<file path="src/rtl/ecf_deser.sv">
module ecf_deser #(
  parameter int FRAME   = 28,
  parameter int PAYLOAD = 24,
  parameter int ACQ     = 4
) (
  input  logic               clk,
  input  logic               rst_n,
  input  logic               bit_en,
  input  logic               bit_in,
  input  logic               out_en,
  input  logic               pd_n,
  output logic [PAYLOAD-1:0] word_o,
  output logic               word_stb,
  output logic               locked,
  output logic               parity_err
);
  localparam int PW = $clog2(FRAME);
  localparam int HW = $clog2(ACQ + 1);

  logic [FRAME-1:0]   sh;
  logic [PW-1:0]      pos;
  logic [HW-1:0]      hits;
  logic               track, lock_q, stb_q, err_q;
  logic [PAYLOAD-1:0] word_q;

  wire [FRAME-1:0]   win      = {sh[FRAME-2:0], bit_in};
  wire               mark_ok  = win[FRAME-1] & ~win[0];
  wire [PAYLOAD-1:0] tx       = win[FRAME-2 -: PAYLOAD];
  wire               par_bit  = win[2];
  wire               bal_bit  = win[1];
  wire               boundary = (pos == PW'(FRAME - 1));
  wire               active   = out_en & pd_n;

  always_ff @(posedge clk or negedge rst_n) begin
    if (!rst_n) begin
      sh <= '0; pos <= '0; hits <= '0; track <= 1'b0; lock_q <= 1'b0;
      stb_q <= 1'b0; err_q <= 1'b0; word_q <= '0;
    end else begin
      stb_q <= 1'b0;
      err_q <= 1'b0;
      if (!pd_n) begin
        sh <= '0; pos <= '0; hits <= '0; track <= 1'b0; lock_q <= 1'b0;
        word_q <= '0;
      end else if (bit_en) begin
        sh <= win;
        if (!track) begin
          if (mark_ok) begin
            track <= 1'b1;
            hits  <= HW'(1);
            pos   <= '0;
          end
        end else begin
          pos <= boundary ? '0 : pos + 1'b1;
          if (boundary) begin
            if (mark_ok) begin
              if (lock_q || hits == HW'(ACQ - 1)) begin
                lock_q <= 1'b1;
                word_q <= bal_bit ? ~tx : tx;
                stb_q  <= 1'b1;
                err_q  <= ^{tx, par_bit};
              end
              if (!lock_q) hits <= hits + 1'b1;
            end else begin
              lock_q <= 1'b0;
              track  <= 1'b0;
              hits   <= '0;
            end
          end
        end
      end
    end
  end

  assign word_o     = active ? word_q : '0;
  assign word_stb   = active & stb_q;
  assign parity_err = active & err_q;
  assign locked     = lock_q;

  assert_stb_needs_lock_R7: assert property (@(posedge clk) disable iff (!rst_n)
    word_stb |-> locked);
  assert_err_with_stb_R6: assert property (@(posedge clk) disable iff (!rst_n)
    parity_err |-> word_stb);
  assert_pd_clears_lock_R9: assert property (@(posedge clk) disable iff (!rst_n)
    !pd_n |=> !locked);
  assert_idle_holds_lock_R10: assert property (@(posedge clk) disable iff (!rst_n)
    (!bit_en && pd_n) |=> $stable(locked));
  assert_lock_rise_delivers_R2: assert property (@(posedge clk) disable iff (!rst_n)
    ($rose(locked) && active) |-> word_stb);
endmodule

</file>
<file path="config.mk">
export PLATFORM = sky130hd
export DESIGN_NAME = ecf_deser
export DESIGN_NICKNAME = d
export VERILOG_FILES = /design/src/rtl/ecf_deser.sv
export SDC_FILE = /design/constraint.sdc
export NUM_CORES = 1
export LEC_CHECK = 0
export BUFFER_PORTS_ARGS = -buffer_cell sky130_fd_sc_hd__buf_2
export CAP_MARGIN = 20
export CORE_MARGIN = 2
export CORE_UTILIZATION = 53
export CTS_CLUSTER_DIAMETER = 30
export DETAILED_ROUTE_END_ITERATION = 7
export HOLD_SLACK_MARGIN = 0.1
export PLACE_DENSITY = 0.83
export SKIP_LAST_GASP = 1
export SLEW_MARGIN = 5
export SYNTH_ARGS = -nofsm -noshare
export SYNTH_HDL_FRONTEND = slang
export SYNTH_SLANG_ARGS = --single-unit
</file>
<file path="constraint.sdc">
create_clock -name clk -period 1.6 [get_ports clk]
set_input_delay 0.16 -clock clk [delete_from_list [all_inputs] [get_ports clk]]
set_output_delay 0.16 -clock clk [all_outputs]
set_load 0.01 [all_outputs]
</file>
# Yosys cells after proc, flatten, opt, wreduce, memory -nomap -nowiden
# Index checks and enable logic that the tools add are counted.
# op_classes
addsub,2
eq_ne,11
mux,45
bitwise_logic,6
n_reduce_logical,6
# op_table
cell,n
$mux 24,8
$mux 27,2
$mux 5,5
$reduce_xor 25->1,1
$not 24->24,1
$mux 1,23
$mux 3,7
$ne 2x1->1 const B,4
$reduce_and 4->1,2
$ne 3x2->1 const B,2
$add 5x1->5 const B,1
$eq 5x5->1 const B,1
$reduce_and 5->1,1
$and 1x1->1,4
$ne 4x4->1 const B,1
$add 3x1->3 const B,1
$eq 3x2->1 const B,1
$ne 3x1->1 const B,1
$ne 2x2->1 const B,1
$reduce_and 2->1,1
$logic_or 1x1->1,1
$not 1->1,1
# word_totals
regBits,63
in_bits,6
wordCells,78

# Depth between registers and ports, before layout
# Gate-level depths: netlist of the first run.
# logic_depth
depth_word,8
depth_mapped,7
depth_no_buf,6

# Least setup slack after synthesis of the first run
# OpenSTA, ideal clock, no wires.
# synth_timing
kind,register to register
start,register pos[0]
end,register hits[1]
setup_ps,125
t_arrival_ps,1600
required_time_ps,1475
setup_slack_ps,-125
stages_incl_launch_ff,6
synth_period_minus_slack_ps,1725
path_cell_list,dfrtp_1 ha_1 and4b_1 nor2_1 a311oi_2 mux2_2
# synth_via
elab_chain_cells,3
# synth_rtl
element,line_no,rtl
from (decl),21,logic [PW-1:0] pos;
from (signal assigned),53,pos <= boundary ? '0 : pos + 1'b1;
$eq 5x5->1,31,wire boundary = (pos == PW'(FRAME - 1));
$ne 3x2->1 (no source line),--,
$reduce_and 4->1 (no source line),--,
to (signal assigned),62,if (!lock_q) hits <= hits + 1'b1;
to (decl),22,logic [HW-1:0] hits;
# Every way passes these cells.
# A chain may end at the register's enable or synchronous reset.

# Worst setup path after layout of the first run
# layout_timing
start,register pos[1]
end,register hits[2]
# The elaborated chain is that of the path after synthesis.

==> results_dict.tcl, run 1 <==
set metrics [dict create \
    grt_use_total_pct 23.4 \
    seqCellArea_um2 1580 \
    synthesis.area_per_instance_um2 10.3 \
    critical_path_start_type "flop" \
    power.switching_mw 0.757 \
    post-synth-top-area-cell "sky130_fd_sc_hd__dfrtp_1" \
    layout_cells_sized_above_1_pct 27.6 \
    vias 2444 \
    synthArstFlopShare_pct 100 \
    io-pin-count 33 \
    synth.cells.most_frequent "sky130_fd_sc_hd__dfrtp_1 (63), sky130_fd_sc_hd__xnor2_1 (41), sky130_fd_sc_hd__nand2_1 (32)" \
    chipHeight_um 81.4 \
    cts-htree-levels 3 \
    synthDistinctLibCells 32 \
    pin_count_of_the_biggest_net_entering_global_routing 45 \
    multi_input_comb_area_um2 1580 \
    grt_antenna_before_repair 0 \
    setup_failing_eps_final 12 \
    chipWidth_um 81.4 \
    netlist_top_cells_area "sky130_fd_sc_hd__dfrtp_1 (50%), sky130_fd_sc_hd__xnor2_1 (11%), sky130_fd_sc_hd__mux2i_1 (8.8%)" \
    crit_buf_inv 0 \
    die_area_um2 6630 \
    final.setup_skew_ns 0.0134 \
    p_r_area_growth_vs_syn_pct 28.0 \
    synth_nets 318 \
    insertion_delay_ns 0.35 \
    unrepaired_setup_endpoints_after_global_routing "yes" \
    vdd_ir_drop_max_mv 0.428 \
    status "complete, but fails checks" \
    layout_min_cycle_time_ns 1.63 \
    post-route-drc-count 0 \
    synth_area_um2 3180 \
    cts.reportedPaths.clkPinSlew_ns 0.07 \
    rows 28 \
    synth.yosys.warnings 0 \
    synth.most_common_cell "sky130_fd_sc_hd__dfrtp_1" \
    synthFlopType "sky130_fd_sc_hd__dfrtp_1" \
    number_of_buffers_inserted_during_clock_tree_synthesis 9 \
    yosys_reg_bits 63 \
    failing_checks "setup timing" \
    cellPowerDensity_nw_per_um2 838 \
    start_util_pct 54.3 \
    p_int_mw 2.65 \
    clock_sinks 63 \
    number_of_hold_violations_in_the_final_report 0 \
    final_min_period_over_clock_period_pct 102 \
    detail_routed_via_count_per_cell 5.32 \
    slew_headroom_pct 68.7 \
    clock_power_share_pct 46.2 \
    number_of_synthesized_flops_with_an_enable_pin 0 \
    crit_arrival_ns 1.86 \
    critical_path.max_stage_delay_ns 0.37 \
    achievable-frequency_ghz 0.612 \
    critPathMaxFanout 4 \
    tritoncts "done" \
    power.leakage_nw 2.08 \
    number_of_filler_instances_in_the_final_layout 399 \
    worst_path_max_delay_cell "sky130_fd_sc_hd__mux2_2" \
    wl_per_cell_um 15.7 \
    post-layout-total-power_mw 3.41 \
    timing_worst_slew_pin_value_ns 0.470 \
    top_delay_family_on_crit_path "multiplexers" \
    synth-seq-area-share_pct 49.6 \
    max-clock-path-buffers 2 \
    share_comb_of_total_power_pct 6.7 \
    min_path_type "in -> reg" \
    first_global_vias 2378 \
    hold_path_startpoint "pd_n" \
    grt_pass1_wl_um 11500 \
    r2r_setup_slk_ns -0.03 \
    worst_hold_path_depth 3 \
    critical_path_required_ns 1.83 \
    r2r_cells 5 \
    detailedPlacementHpwl_um 4170 \
    initialDrtViolationCount 179 \
    gp_congestion 0.795 \
    pre_antenna_drt_iters 4 \
    grt-ovfl-total 0 \
    final-max-slew-violation-count 0 \
    place_ws_ns -0.0227 \
    detail_route.wirelength_um 7200 \
    final_antenna_net_count 0 \
    netlist_instances 309 \
    antenna_cells_inserted 0 \
    critical_path.cell_chain "ha_2, and4b_2, nor2_4, a311oi_4, mux2_2" \
    num-nets-final 388 \
    clock_root_cell "sky130_fd_sc_hd__clkbuf_8" \
    seq_power_share_pct 47.1 \
    r2r_end "hits[2]$_DFFE_PN0P_" \
    sw_frac_of_total_pct 22.2 \
    number_of_buffers_added_on_ports 32 \
    worstHoldEndpoint "hits[0]$_DFFE_PN0P_" \
    synth_largest_type_area_fraction_pct 49.6 \
    crit_path_end_kind "flop" \
    rr_startpoint "pos[1]$_DFFE_PN0P_" \
    path_class "reg -> reg" \
    cap_viol_max_count 0 \
    postLayoutSetupSlackWorst_ns -0.0332 \
    core_region_area_um2 5850 \
]
==> worst register-to-register path: cells and delay by family (launching register included) <==
kind | cells | cell delay, ns
and+or+nand+nor | 2 | 0.34
AOI/OAI and AO/OA | 1 | 0.28
DFF | 1 | 0.36
muxes | 1 | 0.37
adders and majority gates | 1 | 0.18
==> cell families (layout without fill, tap and decap cells) <==
kind of cell	Yosys count	count (layout)	synth area share [%]
AND/OR/NAND/NOR	107	107	16.2
flip-flops	63	63	49.6
XOR/XNOR	46	46	13.8
AO/OA/AOI/OAI	39	39	6.97
multiplexers	30	30	9.54
buffers and inverters	21	96	2.68
adder cells (fa/ha/maj)	3	3	1.18
==> registers in the layout (all words and copies together), names as in the netlist <==
register and flops:
sh 27, word_q 24, pos 5, hits 3
err_q 1, locked 1, stb_q 1, track 1
==> stage by stage <==
step           instance area, um2  TNS, ns  hold WS (ns)  std cells  util, %
2_1_floorplan                3180  -0.0930        -0.136        309        -
3_3_place_gp                 3690        0         0.133        435     63.1
3_5_place_dp                 3690  -0.0505         0.143        435     63.1
4_1_cts                      4010   -0.670         0.106        458     68.6
5_1_grt                      4070    -1.54         0.145        459     69.5
6_report                     4070   -0.146         0.110        459     69.5
==> layout make-up <==
type	count	share of cell area, %
Sequential cell	63	38.8
Multi-Input combinational cell	225	38.8
Timing Repair Buffer	77	14.3
Clock buffer	13	3.91
Tap cell	75	2.31
Clock inverter	3	1.60
Inverter	3	0.277
==> repair_timing <==
item,in CTS,in global routing
setup endpoints to repair,10,29
pin swaps,4,4
gates cloned,1,1
buffers inserted,4,1
hold endpoints to repair,20,0
resized for setup,5,22
hold buffers,2,0
==> how the worst max path moves through the flow <==
stage                        startpoint                      to  slack, ns  cells past startpoint
finish               pos[1]$_DFFE_PN0P_     hits[2]$_DFFE_PN0P_      -0.03                      5
global route         pos[1]$_DFFE_PN0P_   word_q[1]$_DFFE_PN0P_      -0.08                      6
CTS                 hits[0]$_DFFE_PN0P_  word_q[14]$_DFFE_PN0P_      -0.05                      8
detailed placement   pos[1]$_DFFE_PN0P_     hits[1]$_DFFE_PN0P_      -0.02                      5
global placement      sh[4]$_DFFE_PN0N_         err_q$_DFF_PN0_       0.02                      5
floorplan            pos[0]$_DFFE_PN0P_     hits[1]$_DFFE_PN0P_      -0.05                      5
==> power groups by stage <==
stage	sequential, mW	clock [mW]	combinational, mW
after global routing	1.60	1.66	0.249
after floorplan	1.63	0	0.122
after CTS	1.60	1.58	0.234
after global placement	1.63	0	0.203
after detailed placement	1.63	0	0.210
final	1.60	1.57	0.228
==> per-layer routing <==
metal  vias up  wire (um)  track usage, %
met4         0        170            12.0
li1       1180          -               -
met3        14        196            3.44
met5         -          0               0
met2        46       3670            39.3
met1      1204       3170            29.2
==> cell usage in the layout (no fill, tap or decap), types with 2 or more instances in the layout <==
| cell | netlist | routed |
|---|---|---|
| sky130_fd_sc_hd__xnor3_1 | 2 | 2 |
| sky130_fd_sc_hd__xor2_1 | 2 | 2 |
| sky130_fd_sc_hd__and2_1 | 4 | 4 |
| sky130_fd_sc_hd__mux2i_1 | 28 | 28 |
| sky130_fd_sc_hd__a21oi_1 | 2 | 2 |
| sky130_fd_sc_hd__clkbuf_1 | 8 | 2 |
| sky130_fd_sc_hd__o21ai_0 | 31 | 19 |
| sky130_fd_sc_hd__nand3_1 | 3 | 3 |
| sky130_fd_sc_hd__and3_1 | 27 | 27 |
| sky130_fd_sc_hd__o21ai_2 | 0 | 2 |
| sky130_fd_sc_hd__xnor2_1 | 41 | 41 |
| sky130_fd_sc_hd__ha_2 | 0 | 3 |
| sky130_fd_sc_hd__nor2_4 | 0 | 2 |
| sky130_fd_sc_hd__nand2b_1 | 3 | 3 |
| sky130_fd_sc_hd__o21ai_1 | 0 | 10 |
| sky130_fd_sc_hd__nor2_1 | 31 | 29 |
| sky130_fd_sc_hd__clkbuf_8 | 0 | 11 |
| sky130_fd_sc_hd__buf_2 | 5 | 32 |
| sky130_fd_sc_hd__buf_12 | 0 | 5 |
| sky130_fd_sc_hd__bufinv_16 | 0 | 2 |
| sky130_fd_sc_hd__dfrtp_1 | 63 | 63 |
| sky130_fd_sc_hd__nand2_1 | 32 | 30 |
| sky130_fd_sc_hd__dlygate4sd3_1 | 0 | 2 |
| sky130_fd_sc_hd__inv_1 | 3 | 3 |
| sky130_fd_sc_hd__buf_4 | 0 | 37 |
Power figures use the tool's default switching activity.
==> inputs of run 2 (changes only) <==
==> config.mk (replaced) <==
export PLATFORM = sky130hd
export DESIGN_NAME = ecf_deser
export DESIGN_NICKNAME = d
export VERILOG_FILES = /design/src/rtl/ecf_deser.sv
export SDC_FILE = /design/constraint.sdc
export NUM_CORES = 1
export LEC_CHECK = 0
export CAP_MARGIN = 20
export CORE_MARGIN = 2
export CORE_UTILIZATION = 55
export CTS_CLUSTER_DIAMETER = 30
export DETAILED_ROUTE_END_ITERATION = 7
export DONT_BUFFER_PORTS = 1
export HOLD_SLACK_MARGIN = 0.15
export PLACE_DENSITY = 0.8
export SKIP_CTS_REPAIR_TIMING = 1
export SKIP_LAST_GASP = 1
export SLEW_MARGIN = 5
export SYNTH_ARGS = -nofsm -noshare
export SYNTH_HDL_FRONTEND = slang
export SYNTH_SLANG_ARGS = --single-unit
==> run 2 against run 1 <==
Compared with the run above: the run ends with hold timing, setup timing left; design area is 4.9% lower; first-iteration DRC count increased by 11%; sequential share of layout area rose by 2.0 points; non-clock buffer count shrank 34; register-to-register slack got worse by 0.04 ns; cell count shrank 8.1%; worst hold slack lost 0.60 ns.
==> results_dict.tcl, run 2 (synthesis gave the netlist of run 1 again) <==
set metrics [dict create \
    clock_root_cell "sky130_fd_sc_hd__clkbuf_8" \
    number_of_filler_instances_in_the_final_layout 424 \
    crit_path_start "hits[0]$_DFFE_PN0P_" \
    critical_path.cell_chain "ha_2, ha_4, o2111a_2, nor2_4, clkbuf_16, nand2_1, o21ai_0" \
    top_regs "sh x27, word_q x24, pos x5" \
    crit_arrival_ns 1.94 \
    first_global_vias 2145 \
    detailedPlacementHpwl_um 4070 \
    setup_tns_ns -1.42 \
    cap_viol_max_count 0 \
    critPathMaxFanout 12 \
    unrepaired_setup_endpoints_after_global_routing "yes" \
    layout_common_cells "sky130_fd_sc_hd__dfrtp_1 (63), sky130_fd_sc_hd__xnor2_1 (40), sky130_fd_sc_hd__buf_4 (34)" \
    detail_route.wirelength_um 6650 \
    postLayoutSetupSlackWorst_ns -0.0765 \
    vias 2275 \
    io-pin-count 33 \
    final_antenna_net_count 0 \
    chipWidth_um 80.0 \
    final_min_period_over_clock_period_pct 105 \
    grt-ovfl-total 0 \
    detail_routed_via_count_per_cell 5.39 \
    path_class "reg -> reg" \
    insertion_delay_ns 0.35 \
    wl_per_cell_um 15.8 \
    max-clock-path-buffers 2 \
    place_ws_ns -0.101 \
    min_path_type "in -> async" \
    number_of_buffers_inserted_during_clock_tree_synthesis 9 \
    clock_sinks 63 \
    die_area_um2 6400 \
    antenna_cells_inserted 0 \
    start_util_pct 57.3 \
    core_region_area_um2 5540 \
    pre_antenna_drt_iters 6 \
    finalNonFillerCells 422 \
    critical_path_start_type "flop" \
    gp_congestion 0.807 \
    highest-signal-layer "met4" \
    p_r_area_growth_vs_syn_pct 21.8 \
    number_of_hold_violations_in_the_final_report 63 \
    met2RoutedLength_um 3320 \
    pin_count_of_the_biggest_net_entering_global_routing 64 \
    tritoncts "done" \
    fin_util_pct 69.8 \
    cts-htree-levels 3 \
    r2r_end "word_q[0]$_DFFE_PN0P_" \
    holdWs_ns -0.495 \
    final.setup_skew_ns 0.00709 \
    commonest_non_fill_non_tap_cell_in_the_layout "sky130_fd_sc_hd__dfrtp_1" \
    cts.reportedPaths.clkPinSlew_ns 0.07 \
    cellPowerDensity_nw_per_um2 816 \
    r2r_setup_slk_ns -0.08 \
    post-route-drc-count 0 \
    status "complete, but fails checks" \
    chipHeight_um 80.0 \
    critical_path.max_stage_delay_ns 0.41 \
    setup_failing_eps_final 28 \
    power.leakage_nw 1.88 \
    layout_cells_sized_above_1_pct 20.6 \
    rr_startpoint "hits[0]$_DFFE_PN0P_" \
    slew_headroom_pct 77.4 \
    rows 27 \
    initialDrtViolationCount 198 \
    num-nets-final 354 \
    final-max-slew-violation-count 0 \
    number_of_buffers_added_on_ports 0 \
    largest_register_ffs 27 \
    crit_path_end_kind "flop" \
    cp_endpoint "word_q[0]$_DFFE_PN0P_" \
    layout_min_cycle_time_ns 1.68 \
    post-place-cells 397 \
    critical_path_required_ns 1.86 \
    r2r_cells 7 \
    timing_worst_slew_pin_value_ns 0.340 \
    grt_use_total_pct 21.2 \
    met1Wirelength_um 2940 \
    grt_antenna_before_repair 0 \
    registers.top_by_ff_count "sh" \
    vdd_ir_drop_max_mv 0.460 \
    worst_path_max_delay_cell "sky130_fd_sc_hd__dfrtp_1" \
    failing_checks "hold timing, setup timing" \
    grt_pass1_wl_um 10100 \
    detailroute.wirelength.met3_um 300 \
    achievable-frequency_ghz 0.596 \
]
-- run 2: where the power goes --
| part | total [mW] | leakage, nW | switching, mW | internal (mW) |
|---|---|---|---|---|
| Combinational | 0.175 | 0.901 | 0.0888 | 0.0861 |
| Clock | 1.38 | 0.0981 | 0.624 | 0.752 |
| Sequential | 1.60 | 0.877 | 0.00561 | 1.60 |
| Total | 3.15 | 1.88 | 0.718 | 2.44 |
-- run 2: cell type report --
type                       count  area [um2]  area share, %
sequential                    63        1580           40.8
multi-input combinational    225        1580           40.8
timing repair buffer          43         415           10.7
clock buffer                  10         138           3.56
tap                           72        90.1           2.33
clock inverter                 6        60.1           1.55
inverter                       3        11.3          0.291
-- run 2: through the flow --
stage	total power, mW	cell area [um2]	hold slack, ns
final	3.15	3870	-0.495
after global routing	3.25	3870	-0.513
after CTS	3.12	3690	-0.509
after detailed placement	1.76	3490	-0.133
after global placement	1.76	3490	-0.132
after floorplan	1.75	3180	-0.136
-- run 2: layer usage --
metal  global-route usage [%]  vias up
li1                         -     1113
met1                     25.5     1088
met2                     35.0       64
met3                     5.66       10
met4                     10.5        0
met5                        0        -
-- run 2: worst min path at each step --
stage / startpoint / to / slack (ns)
2_1_floorplan: rst_n / err_q$_DFF_PN0_ / -0.14
3_3_place_gp: rst_n / sh[4]$_DFFE_PN0N_ / -0.13
3_5_place_dp: rst_n / sh[5]$_DFFE_PN0N_ / -0.13
4_1_cts: rst_n / word_q[1]$_DFFE_PN0P_ / -0.51
5_1_grt: rst_n / sh[9]$_DFFE_PN0N_ / -0.51
6_report: rst_n / sh[1]$_DFFE_PN0N_ / -0.49
-- run 2: worst max-delay path, delay by kind of cell, from the launching register on --
| family | cells | cell delay, ns |
|---|---|---|
| AO/OA/AOI/OAI | 2 | 0.35 |
| adder cells (fa/ha/maj) | 2 | 0.36 |
| buffers and inverters | 1 | 0.21 |
| flip-flops | 1 | 0.41 |
| AND/OR/NAND/NOR | 2 | 0.26 |
